$ cat src/rtl/ptm_pkg.sv
package ptm_pkg;
  localparam int ADDR_W = 4;
  localparam int DATA_W = 32;

  localparam logic [ADDR_W-1:0] ADDR_CTRL  = 4'd0;
  localparam logic [ADDR_W-1:0] ADDR_PRE   = 4'd1;
  localparam logic [ADDR_W-1:0] ADDR_IRQCL = 4'd2;
  localparam logic [ADDR_W-1:0] ADDR_MCTL  = 4'd3;
  localparam logic [ADDR_W-1:0] ADDR_EXT   = 4'd4;
  localparam logic [ADDR_W-1:0] ADDR_MV0   = 4'd8;

  typedef enum logic [1:0] {
    EXT_KEEP   = 2'b00,
    EXT_LOW    = 2'b01,
    EXT_HIGH   = 2'b10,
    EXT_INVERT = 2'b11
  } ext_act_t;

  // control -> datapath strobes
  typedef struct packed {
    logic run;    // advance prescaler this cycle
    logic clear;  // force prescaler and count to zero
    logic wrap;   // on a tick, load zero instead of incrementing
  } strobe_t;
endpackage

$ cat src/rtl/ptm_datapath.sv
module ptm_datapath
  import ptm_pkg::*;
#(
  parameter int CNT_W = 16,
  parameter int PRE_W = 16,
  parameter int NCH   = 7
) (
  input  logic                       clk,
  input  logic                       rstN,
  input  strobe_t                    stb,
  input  logic [PRE_W-1:0]           prescale,
  input  logic [NCH-1:0][CNT_W-1:0]  matchVal,
  output logic [CNT_W-1:0]           count,
  output logic [NCH-1:0]             eqVec,
  output logic                       fresh
);
  logic [PRE_W-1:0] preCnt;
  logic             tickNow;

  // >= so that lowering the prescale value mid-count cannot strand preCnt
  assign tickNow = stb.run && (preCnt >= prescale);

  always_ff @(posedge clk or negedge rstN) begin
    if (!rstN) begin
      preCnt <= '0;
      count  <= '0;
      fresh  <= 1'b0;
    end else if (stb.clear) begin
      preCnt <= '0;
      count  <= '0;
      fresh  <= 1'b0;
    end else if (tickNow) begin
      preCnt <= '0;
      count  <= stb.wrap ? '0 : count + 1'b1;
      fresh  <= 1'b1;
    end else begin
      if (stb.run) preCnt <= preCnt + 1'b1;
      fresh <= 1'b0;
    end
  end

  for (genvar c = 0; c < NCH; c++) begin : g_cmp
    assign eqVec[c] = (count == matchVal[c]);
  end
endmodule

$ cat src/rtl/ptm_control.sv
module ptm_control
  import ptm_pkg::*;
#(
  parameter int CNT_W = 16,
  parameter int PRE_W = 16,
  parameter int NCH   = 7
) (
  input  logic                       clk,
  input  logic                       rstN,
  input  logic                       wrEn,
  input  logic [ADDR_W-1:0]          wrAddr,
  input  logic [DATA_W-1:0]          wrData,
  input  logic [NCH-1:0]             eqVec,
  input  logic                       fresh,
  output strobe_t                    stb,
  output logic [PRE_W-1:0]           prescale,
  output logic [NCH-1:0][CNT_W-1:0]  matchVal,
  output logic                       running,
  output logic [NCH-1:0]             irqFlags,
  output logic [NCH-1:0]             matchOut,
  output logic [NCH-1:0]             intMask,
  output logic [NCH-1:0]             stopMask,
  output logic [NCH-1:0]             invMask
);
  localparam int MCTL_W = 3 * NCH;
  localparam int EXT_W  = 2 * NCH;

  logic              enableReg, clearReg;
  logic [MCTL_W-1:0] mctlReg;
  logic [EXT_W-1:0]  extReg;
  logic [NCH-1:0]    hit, wrapMask;
  logic              stopHit;
  logic              wrCtrl, wrIrqClr;

  assign wrCtrl   = wrEn && (wrAddr == ADDR_CTRL);
  assign wrIrqClr = wrEn && (wrAddr == ADDR_IRQCL);
  assign hit      = eqVec & {NCH{fresh}};
  assign stopHit  = |(hit & stopMask);

  assign stb.run   = enableReg && !clearReg && !stopHit;
  assign stb.clear = clearReg;
  assign stb.wrap  = |(eqVec & wrapMask);
  assign running   = enableReg;

  always_ff @(posedge clk or negedge rstN) begin
    if (!rstN) begin
      enableReg <= 1'b0;
      clearReg  <= 1'b0;
      prescale  <= '0;
      mctlReg   <= '0;
      extReg    <= '0;
    end else begin
      if (stopHit)     enableReg <= 1'b0;
      else if (wrCtrl) enableReg <= wrData[0];
      if (wrCtrl) clearReg <= wrData[1];
      if (wrEn && wrAddr == ADDR_PRE)  prescale <= wrData[PRE_W-1:0];
      if (wrEn && wrAddr == ADDR_MCTL) mctlReg  <= wrData[MCTL_W-1:0];
      if (wrEn && wrAddr == ADDR_EXT)  extReg   <= wrData[EXT_W-1:0];
    end
  end

  for (genvar c = 0; c < NCH; c++) begin : g_ch
    localparam logic [ADDR_W-1:0] MY_ADDR = ADDR_MV0 + ADDR_W'(c);
    ext_act_t act;

    assign intMask[c]  = mctlReg[3*c];
    assign wrapMask[c] = mctlReg[3*c+1];
    assign stopMask[c] = mctlReg[3*c+2];
    assign act         = ext_act_t'(extReg[2*c +: 2]);
    assign invMask[c]  = (act == EXT_INVERT);

    always_ff @(posedge clk or negedge rstN) begin
      if (!rstN) begin
        matchVal[c] <= '0;
        irqFlags[c] <= 1'b0;
        matchOut[c] <= 1'b0;
      end else begin
        if (wrEn && wrAddr == MY_ADDR) matchVal[c] <= wrData[CNT_W-1:0];
        // a new match event wins over a same-cycle clear
        if (hit[c] && intMask[c])          irqFlags[c] <= 1'b1;
        else if (wrIrqClr && wrData[c])    irqFlags[c] <= 1'b0;
        if (hit[c]) begin
          unique case (act)
            EXT_LOW:    matchOut[c] <= 1'b0;
            EXT_HIGH:   matchOut[c] <= 1'b1;
            EXT_INVERT: matchOut[c] <= ~matchOut[c];
            default:    matchOut[c] <= matchOut[c];
          endcase
        end
      end
    end
  end
endmodule

$ cat src/rtl/prescaled_match_timer.sv
module prescaled_match_timer
  import ptm_pkg::*;
#(
  parameter int CNT_W = 16,
  parameter int PRE_W = 16,
  parameter int NCH   = 7
) (
  input  logic              clk,
  input  logic              rstN,
  input  logic              wrEn,
  input  logic [3:0]        wrAddr,
  input  logic [31:0]       wrData,
  output logic [CNT_W-1:0]  count,
  output logic              running,
  output logic [NCH-1:0]    irqFlags,
  output logic [NCH-1:0]    matchOut
);
  strobe_t                   stb;
  logic [PRE_W-1:0]          prescale;
  logic [NCH-1:0][CNT_W-1:0] matchVal;
  logic [NCH-1:0]            eqVec, intMask, stopMask, invMask;
  logic                      fresh;

  ptm_control #(.CNT_W(CNT_W), .PRE_W(PRE_W), .NCH(NCH)) u_ctrl (
    .clk(clk), .rstN(rstN), .wrEn(wrEn), .wrAddr(wrAddr), .wrData(wrData),
    .eqVec(eqVec), .fresh(fresh), .stb(stb), .prescale(prescale),
    .matchVal(matchVal), .running(running), .irqFlags(irqFlags),
    .matchOut(matchOut), .intMask(intMask), .stopMask(stopMask),
    .invMask(invMask)
  );

  ptm_datapath #(.CNT_W(CNT_W), .PRE_W(PRE_W), .NCH(NCH)) u_dp (
    .clk(clk), .rstN(rstN), .stb(stb), .prescale(prescale),
    .matchVal(matchVal), .count(count), .eqVec(eqVec), .fresh(fresh)
  );
endmodule

$ cat config.mk
export PLATFORM = sky130hd
export DESIGN_NAME = prescaled_match_timer
export DESIGN_NICKNAME = d
export VERILOG_FILES = /design/src/rtl/ptm_pkg.sv /design/src/rtl/ptm_datapath.sv /design/src/rtl/ptm_control.sv /design/src/rtl/prescaled_match_timer.sv
export SDC_FILE = /design/constraint.sdc
export NUM_CORES = 1
export LEC_CHECK = 0
export ABC_CLOCK_PERIOD_IN_PS = 2800
export CORE_AREA = 2 2 191 193
export DETAILED_ROUTE_END_ITERATION = 12
export DIE_AREA = 0 0 193 195
export HOLD_SLACK_MARGIN = 0.05
export SYNTH_ARGS = -nofsm -noshare
export SYNTH_HDL_FRONTEND = slang
export SYNTH_SLANG_ARGS = --single-unit
$ cat constraint.sdc
create_clock -name clk -period 2.8 [get_ports clk]
set_clock_uncertainty 0.2 [all_clocks]
set_input_delay 0.56 -clock clk [delete_from_list [all_inputs] [get_ports clk]]
set_output_delay 0.56 -clock clk [all_outputs]
set_load 0.1 [all_outputs]
==> impl_metrics.ini, run 1 <==
[grt]
antenna_found_initial = 0
grt-ovfl-total = 0
grt_pass1_vias = 7582
grt_max_degree = 59
grt_pass1_wl_mm = 46.4
track_usage_pct = 16.1

[floorplan]
pin_count = 70
die_h_um = 195
core_um2 = 35400
start_util_pct = 29.7
die_area_um2 = 37600
rows = 69
die_w_um = 193

[logic_synthesis]
syn_nets = 919
ys_ff_latch = 212
ys_types = 54
synth_edf_count = 0
synth.avg_cell_area_um2 = 12.2
ys.flop_type = dfrtp_1
yosys_warnings = 0
syn_inst = 862
netlist_area_um2 = 10500
seq_area_frac_synth_pct = 50.5
async_flop_share_pct = 100

[clock_tree]
clock_path_buffers = 3
htree_levels = 1
path_clk_slew_ps = 60
clock-root-buffer = clkbuf_16
cts_tree = done
cts_sinks = 212
clock_latency_ps = 530
cts_buffers = 25

[routing]
wl_mm = 30.2
via_count = 7494
wl_per_cell_um = 20.0
drc = 0
drtIter0Drc = 507
viasPerCell = 4.97
first_pass_iters = 4
drtAntennaViolNets = 0

[setup_path]
reg2reg_depth = 12
critical_path.cell_chain = buf_4 > xnor2_2 > nand4_1 > nor2_2 > buf_4 > a32o_2 > a311oi_4 > buf_4 > a21oi_4 > buf_6 > or4_4 > a21oi_2
crit_type = reg2reg
crit_fanout = 7
end_kind = register
slowest_delay_ps = 530
worstPathRequired_ps = 3060
crit_arrival_ps = 3260
crit_buf_inv = 4
cpMostUsedCell = buf_4
critical_path.top_delay_family = compound AO/OA/AOI/OAI gates
critPathLaunchType = register
worst-path-stages = 12
slowest_stage = dfrtp_4

[sta]
finalWorstSetupSlack_ps = -200
worst_slew_margin_rel_pct = 50.6
hold_ws_ps = 240
period_share_pct = 107
hold_viol = 0
worstMarginPinSlew_ps = 739
rsz0062_at_grt = yes
setup_violations = 31
min_period_ps = 3000
timing.final.max_slew_violations = 0
max_freq_ghz = 0.333

[cells_and_area]
diodes = 0
nNetsFinal = 1087
stdcell_area_um2 = 14000
final_common_cell = dfrtp_1
area_growth_pct = 32.9
drive_gt1_share_pct = 43.9
nFillCells = 3383
mostFrequentLayoutCells = dfrtp_1, mux2_2, buf_4, xnor2_1, nand2_1

[hold_path]
whs_path_depth = 1
hp-class = reg2reg

[pwr]
irDropWorstVdd_v = 0.000450
leakagePower_uw = 0.00588
power_density_nw_per_um2 = 780

[status]
violations = negative setup slack
status = complete, but fails checks

[placement]
placed_cell_area_um2 = 12200
place_congestion = 0.820
place_hpwl_mm = 20.1
io_buffer_count = 58

[flow_run]
cap_violations = 0
[worst register-to-register path: stages, from the launching register on]
cell and delay, ps:
dfrtp_4 530, buf_4 170, xnor2_2 130, nand4_1 100
nor2_2 60, buf_4 140, a32o_2 290, a311oi_4 250
buf_4 180, a21oi_4 80, buf_6 150, or4_4 530
a21oi_2 150
[synth_stat cells (5+ instances only)]
library cell / instances / area [um^2]
dfrtp_1: 212 / 5310
mux2_2: 164 / 1850
xnor2_1: 94 / 823
nand2_1: 35 / 131
a21oi_1: 29 / 145
nand4_1: 29 / 181
inv_1: 26 / 97.6
clkbuf_1: 23 / 86.3
o31ai_1: 19 / 143
ha_1: 18 / 225
xor2_1: 18 / 158
nor2_1: 17 / 63.8
nand3_1: 16 / 80.1
and2_1: 12 / 75.1
nor2b_1: 11 / 68.8
a32oi_1: 10 / 87.6
buf_1: 10 / 37.5
buf_6: 10 / 113
nor4_1: 10 / 62.6
or4_1: 10 / 75.1
a22o_1: 8 / 70.1
a31oi_1: 8 / 50.1
buf_4: 7 / 52.6
o21ai_0: 7 / 35.0
or3_1: 7 / 43.8
and3_1: 5 / 31.3
nand2b_1: 5 / 31.3
[where the power goes]
group | switching [uW] | internal, uW | total, uW | leakage, uW
sequential | 537 | 3710 | 4250 | 0.00264
combinational | 1620 | 1650 | 3280 | 0.00283
clock | 1300 | 2070 | 3370 | 0.000407
[timing repair]
item                       in CTS  in global routing
setup endpoints to repair      32                 33
resized for setup              25                 90
hold buffers                    1                  0
pin swaps                      19                 54
gates cloned                    3                  2
hold endpoints to repair       53                  0
setup buffers                   9                 32
[cell type report]
cell class              instances  area, um^2  area share, %
clock buffers                  36         687           4.92
clock inverters                 8         148           1.06
inverters                      26        97.6          0.699
multi-input cells             573        5310           38.0
flip-flops and latches        212        5370           38.4
well taps                     461         577           4.13
repair buffers                192        1780           12.7
[worst paths after layout]
path | startpoint | endpoint | slack, ps
min | u_ctrl.extReg[8]$_DFFE_PN0P_ | u_ctrl.matchOut[4]$_DFFE_PN0P_ | 240
max reg2reg | u_dp.count[14]$_DFFE_PN0P_ | u_dp.preCnt[13]$_DFFE_PN0P_ | -200
min in group asynchronous | rstN | u_ctrl.mctlReg[18]$_DFFE_PN0P_ | 330
max in group asynchronous | rstN | u_dp.preCnt[1]$_DFFE_PN0P_ | 1300
max | u_dp.count[14]$_DFFE_PN0P_ | u_dp.preCnt[13]$_DFFE_PN0P_ | -200
min reg2reg | u_ctrl.extReg[8]$_DFFE_PN0P_ | u_ctrl.matchOut[4]$_DFFE_PN0P_ | 240
[metal layers]
layer | up-vias | global-route usage, % | part of all wire (%) | wire (um)
met5 | - | 0 | 0 | 0
met4 | 0 | 3.25 | 2.1 | 648
met3 | 42 | 2.25 | 4.5 | 1350
met2 | 153 | 26.0 | 47 | 14300
met1 | 3875 | 22.9 | 46 | 13900
li1 | 3424 | - | - | -
[logic make-up after synthesis]
kind of cell             after synthesis  synth area share, %
AO/OA/AOI/OAI                        104                 7.28
AND/OR/NAND/NOR                      171                 9.09
flip-flops                           212                 50.5
adder cells (fa/ha/maj)               18                 2.15
buffers and inverters                 79                 3.83
XOR/XNOR                             112                 9.34
multiplexers                         166                 17.8
[per-stage QoR]
stage,TNS (ps),std cells,worst slack [ps],utilization [%],total power (uW)
finish,-2980,1508,-200,39.4,10900
global route,-5580,1508,-304,39.4,11400
CTS,-5080,1476,-228,37.4,10500
detailed placement,-8180,1420,-420,34.4,7010
global placement,-6570,1420,-417,34.4,6960
floorplan,-20.9,862,-20.9,-,6090
[sequential cells by signal, summed over array words and instances, names as in the netlist, 7 cells and up]
signal and count:
u_ctrl.mctlReg 21, u_ctrl.matchVal 112, u_dp.count 16, u_ctrl.matchOut 7, u_ctrl.extReg 14, u_ctrl.prescale 16, u_dp.preCnt 16, u_ctrl.irqFlags 7
(Power assumes the default switching activity.)
==> inputs of run 2 (changes only) <==
ABC_AREA = 1   (was default)
CORE_AREA = 2 2 195 197   (was 2 2 191 193)
DIE_AREA = 0 0 197 199   (was 0 0 193 195)
SETUP_SLACK_MARGIN = 0.05   (was default)
==> run 2 against run 1 <==
  * The run now ends clean
  * Area after synthesis increased by 4.9%
  * Clock power fell by 7.4%
  * Sequential share of layout area is 2.4 points higher
  * Non-clock buffer count is 95 lower
  * First-iteration DRC count is 31% higher
  * Global-route usage is 0.38 points lower
  * Cell count is 30% higher
  * Core utilization decreased by 4.4 points
  * Synthesized cell count is 64% higher
  * Worst hold slack improved by 8.2 ps
  * Die area up 4.2%
  * Critical endpoint is now u_dp.preCnt[15]$_DFFE_PN0P_
==> impl_metrics.ini, run 2 <==
[status]
status = complete, no violations

[placement]
place_congestion = 0.875
placed_cell_area_um2 = 12200
pre_cts_ws_ps = 165
placed_cells = 1918
io_buffer_count = 58
place_hpwl_mm = 21.3

[logic_synthesis]
synth_edf_count = 0
yosys.area.top_type_share_pct = 48.2
syn_nets = 1473
ys.flop_type = dfrtp_1
yosys_warnings = 0
synth.avg_cell_area_um2 = 7.78
yosys-top-cells-area = dfrtp_1, nand2_1, o21ai_0
netlist_area_um2 = 11000
syn_inst = 1416
synth_top_cells_by_count = nand2_1, dfrtp_1, o21ai_0
synth_area_leader_cell = dfrtp_1
ys_ff_latch = 212
async_flop_share_pct = 100
yosysMostFrequentCell = nand2_1
seq_area_frac_synth_pct = 48.2
ys_types = 30

[cells_and_area]
mostFrequentLayoutCells = nand2_1, dfrtp_1, o21ai_0, inv_1, nor2_1
top_regs = u_ctrl.matchVal (112), u_ctrl.mctlReg (21)
stdcell_area_um2 = 13000
final_cell_count_no_fill = 1964
diodes = 0
final_common_cell = nand2_1
area_growth_pct = 18.0
top_register = u_ctrl.matchVal
nFillCells = 3854
drive_gt1_share_pct = 9.06
multi_input_area_um2 = 4870
nNetsFinal = 1531
largest_register_ffs = 112
register_area_um2 = 5310

[setup_path]
slowest_stage = dfrtp_1
critical_path.cell_chain = inv_2 > nand2_1 > nand2_1 > nor2_1 > nand2_1 > nor2_1 > nand4_1 > nand2_1 > nor2_4 > nand3_4 > buf_4 > nand3_1 > nand2_1
startpoint = u_dp.count[3]$_DFFE_PN0P_
r2r-end = u_dp.preCnt[15]$_DFFE_PN0P_
worstSetupEndpoint = u_dp.preCnt[15]$_DFFE_PN0P_
slowest_delay_ps = 590
crit_type = reg2reg
crit_buf_inv = 2
worst_r2r_startpoint = u_dp.count[3]$_DFFE_PN0P_
critical_path.top_delay_family = simple AND/OR/NAND/NOR gates
rrSetupSlack_ps = 210
worst-path-stages = 13
critPathLaunchType = register
cpMostUsedCell = nand2_1
crit_arrival_ps = 2850
crit_fanout = 10
end_kind = register
reg2reg_depth = 13
worstPathRequired_ps = 3060

[grt]
grt_max_degree = 72
grt_pass1_vias = 8660
grt_pass1_wl_mm = 48.1
track_usage_pct = 15.7
antenna_found_initial = 0
grt-ovfl-total = 0

[floorplan]
core_um2 = 37100
start_util_pct = 29.7
die_h_um = 199
rows = 71
pin_count = 70
die_area_um2 = 39200
die_w_um = 197

[pwr]
power_density_nw_per_um2 = 685
irDropWorstVdd_v = 0.000297
leakagePower_uw = 0.00667

[routing]
wl_mm = 30.3
via_count = 9197
first_pass_iters = 5
drtAntennaViolNets = 0
drc = 0
viasPerCell = 4.68
wl_per_cell_um = 15.4
drtIter0Drc = 662

[sta]
finalWorstSetupSlack_ps = 209
timing.final.max_slew_violations = 0
max_freq_ghz = 0.386
period_share_pct = 92.5
hold_viol = 0
worstMarginPinSlew_ps = 597
worst_slew_margin_rel_pct = 60.2
hold_ws_ps = 248
rsz0062_at_grt = no
setup_violations = 0
fin_tns_setup_ps = 0
min_period_ps = 2590

[clock_tree]
clock-root-buffer = clkbuf_16
htree_levels = 1
cts_tree = done
path_clk_slew_ps = 60
clock_latency_ps = 520
cts_sinks = 212
cts_buffers = 23
clock_path_buffers = 3

[hold_path]
hp-class = reg2reg

[flow_run]
cap_violations = 0
==> run 2: final cells by class <==
type	count	area share, %
multi-input cells	995	37.5
inverters	145	4.19
well taps	474	4.57
clock buffers	35	5.24
flip-flops and latches	212	40.9
clock inverters	6	0.684
repair buffers	97	6.95
==> run 2: cells by family (layout without fill, tap and decap cells) <==
| group | after synthesis | count (layout) | synth area share [%] |
|---|---|---|---|
| flip-flops | 212 | 212 | 48.2 |
| buffers and inverters | 210 | 283 | 7.82 |
| adder cells (fa/ha/maj) | 18 | 18 | 2.05 |
| AO/OA/AOI/OAI | 197 | 197 | 9.06 |
| multiplexers | 5 | 5 | 0.511 |
| XOR/XNOR | 78 | 78 | 6.20 |
| AND/OR/NAND/NOR | 696 | 697 | 26.2 |
==> run 2: metrics by stage <==
stage,power (uW),utilization (%)
2_1_floorplan,5240,-
3_3_place_gp,5750,32.7
5_1_grt,9430,35.0
6_report,8900,35.0
4_1_cts,8960,34.8
3_5_place_dp,5820,32.7
==> run 2: how the worst min path moves through the flow <==
stage	depth (start not counted)	to	from
2_1_floorplan	0	u_ctrl.clearReg$_DFFE_PN0P_	rstN
3_3_place_gp	1	u_ctrl.matchOut[2]$_DFFE_PN0P_	u_ctrl.extReg[4]$_DFFE_PN0P_
3_5_place_dp	1	u_ctrl.matchOut[0]$_DFFE_PN0P_	u_ctrl.extReg[0]$_DFFE_PN0P_
4_1_cts	1	u_ctrl.matchOut[0]$_DFFE_PN0P_	u_ctrl.extReg[0]$_DFFE_PN0P_
5_1_grt	1	u_ctrl.matchOut[1]$_DFFE_PN0P_	u_ctrl.extReg[2]$_DFFE_PN0P_
6_report	1	u_ctrl.matchOut[0]$_DFFE_PN0P_	u_ctrl.extReg[0]$_DFFE_PN0P_
==> run 2: power by group <==
group / switching (uW) / internal, uW
Clock: 1270 / 1860
Combinational: 1170 / 641
Sequential: 364 / 3600
Total: 2800 / 6090
==> run 2: layer usage <==
metal  vias to the layer above  part of all wire, %  GRT usage, %
met4                         0                  2.0          3.59
met3                        36                  5.0          2.70
met2                       188                   47          25.9
met1                      4360                   46          21.4
li1                       4613                    -             -
met5                         -                    0             0
==> run 2: what timing repair did <==
item	CTS	global route
hold buffers	1	0
gates resized for setup	0	7
hold endpoints to repair	65	0
setup buffers	0	3
setup endpoints to repair	0	19
==> inputs of run 3 (changes only) <==
ABC_CLOCK_PERIOD_IN_PS = default   (was 2800)
==> results of run 3 <==
The final DEF is identical to that of run 2; final timing and power are the same.
